===== config.mk =====
export PLATFORM = sky130hd
export DESIGN_NAME = hub_slot_arb
export DESIGN_NICKNAME = d
export VERILOG_FILES = /design/src/rtl/hub_arb_pkg.sv /design/src/rtl/hub_near_scan.sv /design/src/rtl/hub_slot_table.sv /design/src/rtl/hub_slot_arb.sv
export SDC_FILE = /design/constraint.sdc
export NUM_CORES = 1
export LEC_CHECK = 0
export BUFFER_PORTS_ARGS = -buffer_cell sky130_fd_sc_hd__clkbuf_2
export CAP_MARGIN = 30
export CORE_ASPECT_RATIO = 0.9
export CORE_MARGIN = 3
export CORE_UTILIZATION = 55
export DETAILED_ROUTE_END_ITERATION = 8
export PLACE_DENSITY = 0.82
export SYNTH_ARGS = -nofsm -noshare
export SYNTH_HDL_FRONTEND = slang
export SYNTH_SLANG_ARGS = --single-unit

===== constraint.sdc =====
create_clock -name clk -period 4.6 [get_ports clk]
set_input_delay 0.23 -clock clk [delete_from_list [all_inputs] [get_ports clk]]
set_output_delay 0.23 -clock clk [all_outputs]
set_load 0.02 [all_outputs]

===== src/rtl/hub_arb_pkg.sv =====
package hub_arb_pkg;
  typedef enum logic {
    SEC_TABLE = 1'b0,
    SEC_SCAN  = 1'b1
  } sec_mode_e;
endpackage


===== src/rtl/hub_near_scan.sv =====
// Nearest eligible requester around a start index; NCORE must be a power of two.
module hub_near_scan #(
  parameter int NCORE = 16,
  localparam int IW = $clog2(NCORE)
) (
  input  logic [NCORE-1:0] elig_i,
  input  logic [IW-1:0]    start_i,
  output logic             found_o,
  output logic [IW-1:0]    idx_o
);
  logic [IW-1:0] fwd, bwd;

  // Walk from the farthest distance inward so the last hit is the nearest;
  // the forward probe is evaluated second so it wins ties.
  always_comb begin
    found_o = 1'b0;
    idx_o   = '0;
    fwd     = '0;
    bwd     = '0;
    for (int d = NCORE / 2; d >= 0; d--) begin
      bwd = start_i - IW'(d);
      fwd = start_i + IW'(d);
      if (elig_i[bwd]) begin
        found_o = 1'b1;
        idx_o   = bwd;
      end
      if (elig_i[fwd]) begin
        found_o = 1'b1;
        idx_o   = fwd;
      end
    end
  end

  always_comb begin
    if (found_o) begin
      p_scan_hit_eligible_r7 : assert (elig_i[idx_o]);
    end
  end
endmodule


===== src/rtl/hub_slot_table.sv =====
module hub_slot_table #(
  parameter int NCORE = 16,
  parameter int DEPTH = 32,
  localparam int IW = $clog2(NCORE),
  localparam int PW = $clog2(DEPTH)
) (
  input  logic          clk,
  input  logic          rst,
  input  logic          we_i,
  input  logic [PW-1:0] waddr_i,
  input  logic [IW-1:0] wcore_i,
  input  logic          wvalid_i,
  input  logic          take_i,
  output logic [IW-1:0] rd_core_o,
  output logic          rd_valid_o
);
  logic [IW-1:0]    core_mem [DEPTH];
  logic [DEPTH-1:0] vld_mem;
  logic [PW-1:0]    ptr_q;

  always_ff @(posedge clk) begin
    if (we_i) core_mem[waddr_i] <= wcore_i;
  end

  always_ff @(posedge clk) begin
    if (rst) begin
      vld_mem <= '0;
      ptr_q   <= '0;
    end else begin
      if (we_i) vld_mem[waddr_i] <= wvalid_i;
      if (take_i) ptr_q <= ptr_q + 1'b1;
    end
  end

  assign rd_core_o  = core_mem[ptr_q];
  assign rd_valid_o = vld_mem[ptr_q];

  // the arbiter may only consume a valid entry
  p_take_valid_r5 : assert property (@(posedge clk) disable iff (rst)
    take_i |-> rd_valid_o);
endmodule


===== src/rtl/hub_slot_arb.sv =====
module hub_slot_arb
  import hub_arb_pkg::*;
#(
  parameter int NCORE = 16,
  parameter int TBL_DEPTH = 32,
  localparam int IW = $clog2(NCORE),
  localparam int PW = $clog2(TBL_DEPTH)
) (
  input  logic             clk,
  input  logic             rst,
  input  logic [NCORE-1:0] own_req_i,
  input  logic [NCORE-1:0] sec_req_i,
  input  logic             cfg_we_i,
  input  logic [NCORE-1:0] cfg_pri_i,
  input  logic [NCORE-1:0] cfg_en_i,
  input  logic             cfg_mode_i,
  input  logic             tbl_we_i,
  input  logic [PW-1:0]    tbl_addr_i,
  input  logic [IW-1:0]    tbl_core_i,
  input  logic             tbl_valid_i,
  output logic [NCORE-1:0] grant_o,
  output logic [IW-1:0]    grant_idx_o,
  output logic             grant_vld_o
);
  logic [IW-1:0]    slot_q;
  logic [NCORE-1:0] pri_q, en_q;
  sec_mode_e        mode_q;

  always_ff @(posedge clk) begin
    if (rst) begin
      slot_q <= '0;
      pri_q  <= '0;
      en_q   <= '1;
      mode_q <= SEC_TABLE;
    end else begin
      slot_q <= slot_q + 1'b1;
      if (cfg_we_i) begin
        pri_q  <= cfg_pri_i;
        en_q   <= cfg_en_i;
        mode_q <= sec_mode_e'(cfg_mode_i);
      end
    end
  end

  logic             two_tier, own_hit;
  logic [NCORE-1:0] member, sec_elig;

  assign two_tier = |pri_q;
  assign member   = two_tier ? (en_q & pri_q) : en_q;
  assign own_hit  = member[slot_q] & own_req_i[slot_q];
  assign sec_elig = two_tier ? (sec_req_i & en_q & ~pri_q) : '0;

  logic [IW-1:0] tbl_core;
  logic          tbl_vld, tbl_hit;
  logic [IW-1:0] near_idx;
  logic          near_found, scan_hit;

  assign tbl_hit  = (mode_q == SEC_TABLE) && !own_hit && tbl_vld && sec_elig[tbl_core];
  assign scan_hit = (mode_q == SEC_SCAN) && !own_hit && near_found;

  hub_slot_table #(.NCORE(NCORE), .DEPTH(TBL_DEPTH)) u_table (
    .clk        (clk),
    .rst        (rst),
    .we_i       (tbl_we_i),
    .waddr_i    (tbl_addr_i),
    .wcore_i    (tbl_core_i),
    .wvalid_i   (tbl_valid_i),
    .take_i     (tbl_hit),
    .rd_core_o  (tbl_core),
    .rd_valid_o (tbl_vld)
  );

  hub_near_scan #(.NCORE(NCORE)) u_scan (
    .elig_i  (sec_elig),
    .start_i (slot_q),
    .found_o (near_found),
    .idx_o   (near_idx)
  );

  logic             nxt_vld;
  logic [IW-1:0]    nxt_idx;
  logic [NCORE-1:0] nxt_grant;

  always_comb begin
    nxt_vld = 1'b1;
    nxt_idx = '0;
    if (own_hit)       nxt_idx = slot_q;
    else if (tbl_hit)  nxt_idx = tbl_core;
    else if (scan_hit) nxt_idx = near_idx;
    else               nxt_vld = 1'b0;
    nxt_grant = nxt_vld ? (NCORE'(1) << nxt_idx) : '0;
  end

  always_ff @(posedge clk) begin
    if (rst) begin
      grant_o     <= '0;
      grant_idx_o <= '0;
      grant_vld_o <= 1'b0;
    end else begin
      grant_o     <= nxt_grant;
      grant_idx_o <= nxt_idx;
      grant_vld_o <= nxt_vld;
    end
  end

  // one-hot, index consistent, only to a requester of the previous edge
  p_onehot_r9 : assert property (@(posedge clk) disable iff (rst)
    $onehot0(grant_o));
  p_idx_match_r9 : assert property (@(posedge clk) disable iff (rst)
    grant_vld_o |-> grant_o[grant_idx_o]);
  p_req_only_r9 : assert property (@(posedge clk) disable iff (rst)
    grant_vld_o |-> (($past(own_req_i | sec_req_i) & grant_o) != '0));
  // disabled cores never receive a grant
  p_disabled_r3 : assert property (@(posedge clk) disable iff (rst)
    grant_vld_o |-> (($past(en_q) & grant_o) != '0));
  // a requesting primary owner always takes its slot
  p_primary_slot_r4 : assert property (@(posedge clk) disable iff (rst)
    (two_tier && pri_q[slot_q] && en_q[slot_q] && own_req_i[slot_q])
      |=> (grant_vld_o && grant_idx_o == $past(slot_q)));
endmodule


== Word level (Yosys, flattened, before mapping) ==
Memories as Yosys holds them, arrays and structs flattened. A register that Yosys moved wholly into a read port is not among the register bits.
Cells that the tools add are included.

* Register bits: 95
* RAM bits: 128
* Input bits: 79
* Output and inout port bits: 21
* Word-level logic and storage cells: 156
* Memories kept: 1

* Add/subtract/negate cells: 17
* Magnitude comparators: 21
* Shifts and indexed selects: 1
* Muxes and demuxes: 91
* Bitwise gates (word level): 7
* Reductions and logical operators: 9

{| class="wikitable"
|+ Memory list
! memory !! words !! bits a word !! rd ports !! clocked after Yosys merged registers in !! wr ports !! RTL line !! source
|-
| u_table.core_mem || 32 || 4 || 1 || 1 || 1 || hub_slot_table.sv:17 || <nowiki>logic [IW-1:0] core_mem [DEPTH];</nowiki>
|}

{| class="wikitable"
|+ Operator list
! operator !! count
|-
| < comparator 4 x 5 -> 1 bit, second input constant || 18
|-
| binary-select mux 1 bit (select 4 bit) || 20
|-
| 2-to-1 mux 4 bit || 20
|-
| AND 16 bit || 3
|-
| 2-to-1 mux 1 bit || 44
|-
| bitwise mux 32 bit || 1
|-
| 2-to-1 mux 16 bit || 2
|-
| adder 4 x 3 -> 4 bit, second input constant || 4
|-
| NOT 16 bit || 1
|-
| OR reduction 16 bit || 1
|-
| left shift 1 x 4 -> 16 bit, first input constant || 1
|-
| subtractor 4 x 3 -> 4 bit, second input constant || 4
|-
| < comparator 5 x 6 -> 1 bit, second input constant || 2
|-
| 2-to-1 mux 5 bit || 2
|-
| adder 4 x 2 -> 4 bit, second input constant || 2
|-
| subtractor 4 x 2 -> 4 bit, second input constant || 2
|-
| logical AND 1 bit || 6
|-
| adder 5 x 1 -> 5 bit, second input constant || 1
|-
| binary-select mux 1 bit (select 5 bit) || 1
|-
| demux 1 bit (select 5 bit) || 1
|-
| greater-or-equal comparator 5 x 1 -> 1 bit, second input constant || 1
|-
| adder 4 x 1 -> 4 bit, second input constant || 1
|-
| adder 4 bit, second input constant || 1
|-
| subtractor 4 x 1 -> 4 bit, second input constant || 1
|-
| other kinds (5) || 6
|}

== Longest topological paths before layout ==
* Word-level depth: 28
* Gate-level depth with buffers: 18
* Mapped depth without buffers: 13

== Hierarchy ==
From an unflattened synthesis, not the netlist that was laid out.

* Cell total of the unflattened synthesis: 1015
* Area, all modules: 12031.5 µm²

{| class="wikitable"
|+ Modules (own cells, without submodules)
! module !! times used !! cells each !! area each (µm²) !! seq. area each (µm²)
|-
| hub_slot_table || 1 || 435 || 6786.5 || 4684.5
|-
| hub_slot_arb || 1 || 341 || 3129.3 || 1161.1
|-
| hub_near_scan || 1 || 239 || 2115.8 || 0.0
|}

== Worst setup path before layout ==
No wires, ideal clock.

* Kind: reg2reg
* From: register slot_q[0]
* To: register grant_o[9]
* Library setup time: 0.066 ns
* Data arrival time: 3.940 ns
* Data required time: 4.534 ns
* Setup slack: 0.594 ns
* Cell stages (with the launch flop): 18
* Buffers on the path: 5
* Period minus slack after synthesis: 4.006 ns
* Cells stage by stage: dfxtp_1 > buf_6 > inv_1 > buf_2 > ha_1 > buf_4 > buf_2 > buf_2 > mux4_2 > mux2i_1 > o2bb2ai_1 > nor3_1 > o311a_1 > mux2i_1 > a211oi_1 > o221a_4 > or3b_1 > nor2_1

* Word-level cells in the longest chain between the ends: 26
* Elaborated cells on any way between the ends: 104
* Classes of those cells: add/sub: 16; shift: 1; mux: 78; bitwise: 2; reduce/logical: 7

{| class="wikitable"
|+ Ends and longest elaborated chain
! what !! RTL line !! source
|-
| from (decl) || hub_slot_arb.sv:25 || <nowiki>logic [IW-1:0] slot_q;</nowiki>
|-
| from (signal assigned) || hub_slot_arb.sv:36 || <nowiki>slot_q <= slot_q + 1'b1;</nowiki>
|-
| subtractor 4 bit || hub_near_scan.sv:21 || <nowiki>bwd = start_i - IW'(d);</nowiki>
|-
| binary-select mux 1 bit (select 4 bit) || hub_near_scan.sv:23 || <nowiki>if (elig_i[bwd]) begin</nowiki>
|-
| 2-to-1 mux 1 bit (implied by the code) || hub_near_scan.sv:23 ||
|-
| 2-to-1 mux 1 bit || hub_near_scan.sv:23 ||
|-
| 2-to-1 mux 1 bit || hub_near_scan.sv:27 || <nowiki>if (elig_i[fwd]) begin</nowiki>
|-
| 2-to-1 mux 1 bit || hub_near_scan.sv:23 ||
|-
| 2-to-1 mux 1 bit || hub_near_scan.sv:27 ||
|-
| 2-to-1 mux 1 bit || hub_near_scan.sv:23 ||
|-
| [... 9 more ...] || n/a ||
|-
| 2-to-1 mux 1 bit || hub_near_scan.sv:23 ||
|-
| 2-to-1 mux 1 bit (2 in series) || hub_near_scan.sv:27 ||
|-
| logical AND 1 bit || hub_slot_arb.sv:59 || <nowiki>assign scan_hit = (mode_q == SEC_SCAN) && !own_hit && near_found;</nowiki>
|-
| 2-to-1 mux 1 bit || hub_slot_arb.sv:89 || <nowiki>else if (scan_hit) nxt_idx = near_idx;</nowiki>
|-
| 2-to-1 mux 1 bit || hub_slot_arb.sv:88 || <nowiki>else if (tbl_hit) nxt_idx = tbl_core;</nowiki>
|-
| 2-to-1 mux 1 bit || hub_slot_arb.sv:87 || <nowiki>if (own_hit) nxt_idx = slot_q;</nowiki>
|-
| NOT 1 bit (no line) || n/a ||
|-
| OR reduction 2 bit (no line) || n/a ||
|-
| to (signal assigned) || hub_slot_arb.sv:100 || <nowiki>grant_o <= nxt_grant;</nowiki>
|-
| to (decl) || hub_slot_arb.sv:21 || <nowiki>output logic [NCORE-1:0] grant_o,</nowiki>
|}

Parallel ways exist; a longest one is shown, timed or not. The select of a mux whose other input is x is not followed.
A chain may end at the register's enable or synchronous reset.

== Worst setup path after layout ==
* From: register slot_q[0]
* To: register grant_o[2]

Same word-level chain as after synthesis.

==> impl_results.html <==
<table>
<tr><th>Metric</th><th>Value</th></tr>
<tr><th colspan="2">Floorplan</th></tr>
<tr><td>Core Area</td><td>22600 um^2</td></tr>
<tr><td>FP Rows</td><td>52</td></tr>
<tr><td>Die extent in x</td><td>167 um</td></tr>
<tr><td>Die Span Y</td><td>151 um</td></tr>
<tr><td>Starting density of the core</td><td>56.4%</td></tr>
<tr><td>Number of top-level pins</td><td>100</td></tr>
<tr><td>DIE AREA</td><td>25100 um^2</td></tr>
<tr><th colspan="2">Routing</th></tr>
<tr><td>Routed metal-1 wirelength</td><td>15.4 mm</td></tr>
<tr><td>Vias after detailed routing</td><td>10800</td></tr>
<tr><td>DRC violations left</td><td>0</td></tr>
<tr><td>Highest metal layer with signal wires</td><td>met4</td></tr>
<tr><td>ANT nets after route</td><td>0</td></tr>
<tr><td>Number of DRC markers after the initial detailed-route iteration</td><td>1553</td></tr>
<tr><td>1st-pass router iterations</td><td>8</td></tr>
<tr><td>Met3 wire len</td><td>5.19 mm</td></tr>
<tr><td>Sum of met2 wire segment lengths after detailed routing</td><td>17.5 mm</td></tr>
<tr><td>Via density</td><td>6.93</td></tr>
<tr><td>Final WL</td><td>39.5 mm</td></tr>
<tr><td>Mean routed wirelength per cell</td><td>25.4 um</td></tr>
<tr><th colspan="2">Clocking</th></tr>
<tr><td>Reg clk slew, reported paths</td><td>80 ps</td></tr>
<tr><td>Clock Sink Count</td><td>228</td></tr>
<tr><td>TritonCTS clock tree</td><td>yes</td></tr>
<tr><td>CTS root buffer</td><td>sky130_fd_sc_hd__clkbuf_16</td></tr>
<tr><td>Clock network latency to the later pin of the worst-skew pair</td><td>540 ps</td></tr>
<tr><td>Number of CTS-inserted buffers</td><td>23</td></tr>
<tr><td>CTS HTree Levels</td><td>1</td></tr>
<tr><td>Maximum buffer depth of the clock tree</td><td>3</td></tr>
<tr><th colspan="2">Logic synthesis</th></tr>
<tr><td>Count of flip-flops with a built-in enable after synthesis</td><td>128</td></tr>
<tr><td>Post-synthesis area per instance</td><td>11.4 um^2</td></tr>
<tr><td>Distinct cell type count of the synthesized netlist</td><td>86</td></tr>
<tr><td>Area fraction of the dominant cell type after synthesis</td><td>30.1%</td></tr>
<tr><td>Number of warning messages in the yosys log</td><td>0</td></tr>
<tr><td>Register bit count reported by yosys</td><td>228</td></tr>
<tr><td>Summed instance area of the synthesized netlist</td><td>12800 um^2</td></tr>
<tr><td>Synthesized instance count</td><td>1123</td></tr>
<tr><td>Biggest area consumer among synthesized cells</td><td>sky130_fd_sc_hd__edfxtp_1</td></tr>
<tr><td>Predominant post-synthesis flop cell</td><td>sky130_fd_sc_hd__edfxtp_1</td></tr>
<tr><td>Share of the yosys chip area belonging to registers</td><td>45.8%</td></tr>
<tr><td>Fraction of registers with async set/reset</td><td>0%</td></tr>
<tr><td>Top post-synthesis cells by area</td><td>sky130_fd_sc_hd__edfxtp_1, sky130_fd_sc_hd__dfxtp_1, sky130_fd_sc_hd__mux4_2, sky130_fd_sc_hd__mux2i_1, sky130_fd_sc_hd__nor2_1</td></tr>
<tr><td>Net count after synthesis</td><td>1210</td></tr>
<tr><th colspan="2">STA</th></tr>
<tr><td>Final TNS setup</td><td>0 ps</td></tr>
<tr><td>Max-slew violation count</td><td>0</td></tr>
<tr><td>Max-Slew Margin vs Limit</td><td>38.3%</td></tr>
<tr><td>Worst-margin pin slew</td><td>925 ps</td></tr>
<tr><td>Crit path time final</td><td>4210 ps</td></tr>
<tr><td>Final-report setup violation count</td><td>0</td></tr>
<tr><td>Maximum clock frequency</td><td>237 MHz</td></tr>
<tr><td>RSZ-0062 raised after global routing</td><td>false</td></tr>
<tr><td>Setup Skew</td><td>26.3 ps</td></tr>
<tr><td>Final hold violations</td><td>0</td></tr>
<tr><td>Final Cycle Share</td><td>91.6%</td></tr>
<tr><th colspan="2">Global routing</th></tr>
<tr><td>Wire length of the first global-routing pass</td><td>59.4 mm</td></tr>
<tr><td>Overall routing resource usage</td><td>30.4%</td></tr>
<tr><td>Overflow left after global routing</td><td>0</td></tr>
<tr><td>Initial antenna violation count</td><td>0</td></tr>
<tr><td>Via count of the first global-routing pass</td><td>10100</td></tr>
<tr><td>Pin count of the biggest net entering global routing</td><td>80</td></tr>
<tr><th colspan="2">Critical path</th></tr>
<tr><td>Path type of the worst setup path</td><td>flop to flop</td></tr>
<tr><td>Register-to-register setup slack</td><td>390 ps</td></tr>
<tr><td>Kind of end point of the critical path</td><td>flop</td></tr>
<tr><td>Critical path's top delay family</td><td>simple AND/OR/NAND/NOR gates</td></tr>
<tr><td>Cells traversed along the worst timing path</td><td>inv_1, ha_1, buf_4, mux2_2, mux4_2, nor3_1, nor3_1, and3_1, nand4_1, nand3_2, or4_4, a21bo_1, nor2_1</td></tr>
<tr><td>Worst path slowest cell</td><td>sky130_fd_sc_hd__ha_1</td></tr>
<tr><td>Signal arrival time at the worst endpoint</td><td>4670 ps</td></tr>
<tr><td>Nature of the critical path startpoint</td><td>flop</td></tr>
<tr><td>Critical R2R Capture</td><td>grant_o[2]</td></tr>
<tr><td>Critical Path Fanout Max</td><td>17</td></tr>
<tr><td>RR Startpoint</td><td>slot_q[0]</td></tr>
<tr><td>Crit path required time</td><td>5060 ps</td></tr>
<tr><td>CP most frequent cell</td><td>sky130_fd_sc_hd__nor3_1</td></tr>
<tr><td>Buffer and inverter count on the worst path</td><td>2</td></tr>
<tr><td>Logic depth of the worst register-to-register path</td><td>13</td></tr>
<tr><td>Largest incremental delay on the critical path</td><td>690 ps</td></tr>
<tr><th colspan="2">Cells and area</th></tr>
<tr><td>Area used by multi-input combinational logic</td><td>6470 um^2</td></tr>
<tr><td>Footprint of the flip-flops and latches</td><td>5850 um^2</td></tr>
<tr><td>Non-Filler Cell Area, Final</td><td>14600 um^2</td></tr>
<tr><td>Leading cell type in the layout, fill and taps excluded</td><td>sky130_fd_sc_hd__edfxtp_1</td></tr>
<tr><td>Util after Layout</td><td>64.4%</td></tr>
<tr><td>Share of post-route cells with drive strength above 1</td><td>21.8%</td></tr>
<tr><td>Number of nets in the layout</td><td>1325</td></tr>
<tr><td>Number of antenna diodes</td><td>0</td></tr>
<tr><td>Number of fillers in the final layout</td><td>1717</td></tr>
<tr><td>Area delta synth-&gt;final</td><td>14.3%</td></tr>
<tr><td>Commonest cells after routing, fill and taps aside</td><td>sky130_fd_sc_hd__edfxtp_1, sky130_fd_sc_hd__nor2_1, sky130_fd_sc_hd__clkbuf_2</td></tr>
<tr><td>Post-route non-filler standard cell count</td><td>1552</td></tr>
<tr><th colspan="2">Placed design</th></tr>
<tr><td>Cell total after placement</td><td>1477</td></tr>
<tr><td>Number of buffer cells added on primary ports</td><td>99</td></tr>
<tr><td>Final RePlAce weighted congestion</td><td>1.05</td></tr>
<tr><td>Cell Area, Placed</td><td>13500 um^2</td></tr>
<tr><td>Half-perimeter wire length after placement</td><td>26.6 mm</td></tr>
<tr><th colspan="2">Hold path</th></tr>
<tr><td>Path class of the lowest-slack min-delay path</td><td>input port to flop</td></tr>
<tr><td>Number of cells on the worst hold path</td><td>4</td></tr>
<tr><td>Hold Path Sink</td><td>u_table.vld_mem[10]</td></tr>
<tr><td>Startpoint of the worst hold path</td><td>tbl_addr_i[3]</td></tr>
<tr><th colspan="2">Job</th></tr>
<tr><td>Reported max-cap violation count</td><td>0</td></tr>
<tr><th colspan="2">Status</th></tr>
<tr><td>Run status</td><td>completed</td></tr>
<tr><th colspan="2">Power</th></tr>
<tr><td>Peak supply drop</td><td>0.291 mV</td></tr>
<tr><td>Total power divided by cell area</td><td>356 nW/um^2</td></tr>
<tr><td>Leakage power figure</td><td>5.15 nW</td></tr>
</table>
tightest hold or removal path, stage by stage:
cell	delay [ps]
sky130_fd_sc_hd__clkbuf_2	140
sky130_fd_sc_hd__nand2_1	210
sky130_fd_sc_hd__o21ai_0	110
sky130_fd_sc_hd__a21oi_1	130
Yosys cell counts (8+ instances only):
cell,instances
sky130_fd_sc_hd__o2111ai_1,14
sky130_fd_sc_hd__mux2_2,11
sky130_fd_sc_hd__mux4_2,65
sky130_fd_sc_hd__ha_1,8
sky130_fd_sc_hd__nand2_1,78
sky130_fd_sc_hd__clkbuf_1,39
sky130_fd_sc_hd__nand4b_1,15
sky130_fd_sc_hd__a211o_1,17
sky130_fd_sc_hd__o211ai_1,21
sky130_fd_sc_hd__nand3_1,17
sky130_fd_sc_hd__buf_2,17
sky130_fd_sc_hd__nor2_1,124
sky130_fd_sc_hd__nor3_1,13
sky130_fd_sc_hd__nor4_1,9
sky130_fd_sc_hd__a22oi_1,15
sky130_fd_sc_hd__edfxtp_1,128
sky130_fd_sc_hd__a21oi_1,49
sky130_fd_sc_hd__o221ai_1,8
sky130_fd_sc_hd__buf_4,8
sky130_fd_sc_hd__nand3b_1,26
sky130_fd_sc_hd__and3b_1,14
sky130_fd_sc_hd__dfxtp_1,100
sky130_fd_sc_hd__nor2b_1,23
sky130_fd_sc_hd__o21ai_0,56
sky130_fd_sc_hd__xnor2_1,13
sky130_fd_sc_hd__mux2i_1,75
worst max-delay path by stage:
stage / cells past startpoint / endpoint / from
final: 13 / grant_o[2] / slot_q[0]
after global routing: 13 / grant_o[9] / slot_q[2]
after CTS: 13 / grant_o[2] / slot_q[0]
after detailed placement: 13 / grant_o[2] / slot_q[0]
after global placement: 14 / grant_o[13] / slot_q[0]
after floorplan: 17 / grant_o[9] / slot_q[0]
report_power, final:
part           switching [W]  internal, W  leakage, nW
Combinational       0.000666     0.000458         2.81
Clock               0.000807      0.00103        0.372
Sequential         0.0000449      0.00219         1.97
Total                0.00152      0.00368         5.15
state kept, by name, indices dropped and copies added, names as in the netlist, named ones only:
signal,cells
en_q,16
grant_idx_o,4
grant_o,16
grant_vld_o,1
mode_q,1
pri_q,16
slot_q,4
u_table.core_mem,128
u_table.ptr_q,5
u_table.vld_mem,32
timing repair:
item,in CTS,in global routing
setup buffers,0,0
gates resized for setup,0,0
endpoints found under the hold margin,33,0
hold buffers,33,0
per-stage QoR:
stage,total power [W],setup WS [ps],hold slack [ps]
finish,0.00519,386,328
global route,0.00535,200,374
CTS,0.00516,459,299
detailed placement,0.00332,518,441
global placement,0.00332,570,439
floorplan,0.00300,594,329
final cells by class:
type / count / area share [%]
Sequential cell: 228 / 40.1
Clock inverter: 7 / 0.395
Inverter: 10 / 0.257
Clock buffer: 35 / 4.63
Timing Repair Buffer: 168 / 7.69
Multi-Input combinational cell: 807 / 44.4
Tap cell: 297 / 2.55
routing by layer:
layer | vias to the layer above | global-route usage, %
li1 | 4600 | -
met1 | 5150 | 42.3
met2 | 857 | 47.5
met3 | 155 | 8.16
met4 | 0 | 9.11
met5 | - | 0
cell families after synthesis:
family	share of synthesized area (%)
buffers and inverters	3.49
and+or+nand+nor	15.8
AOI/OAI and AO/OA	13.8
adders and majority gates	0.784
xor gates and xnor gates	1.35
muxes	18.9
DFF	45.8
Note: power is estimated with default switching activity, not from simulation.
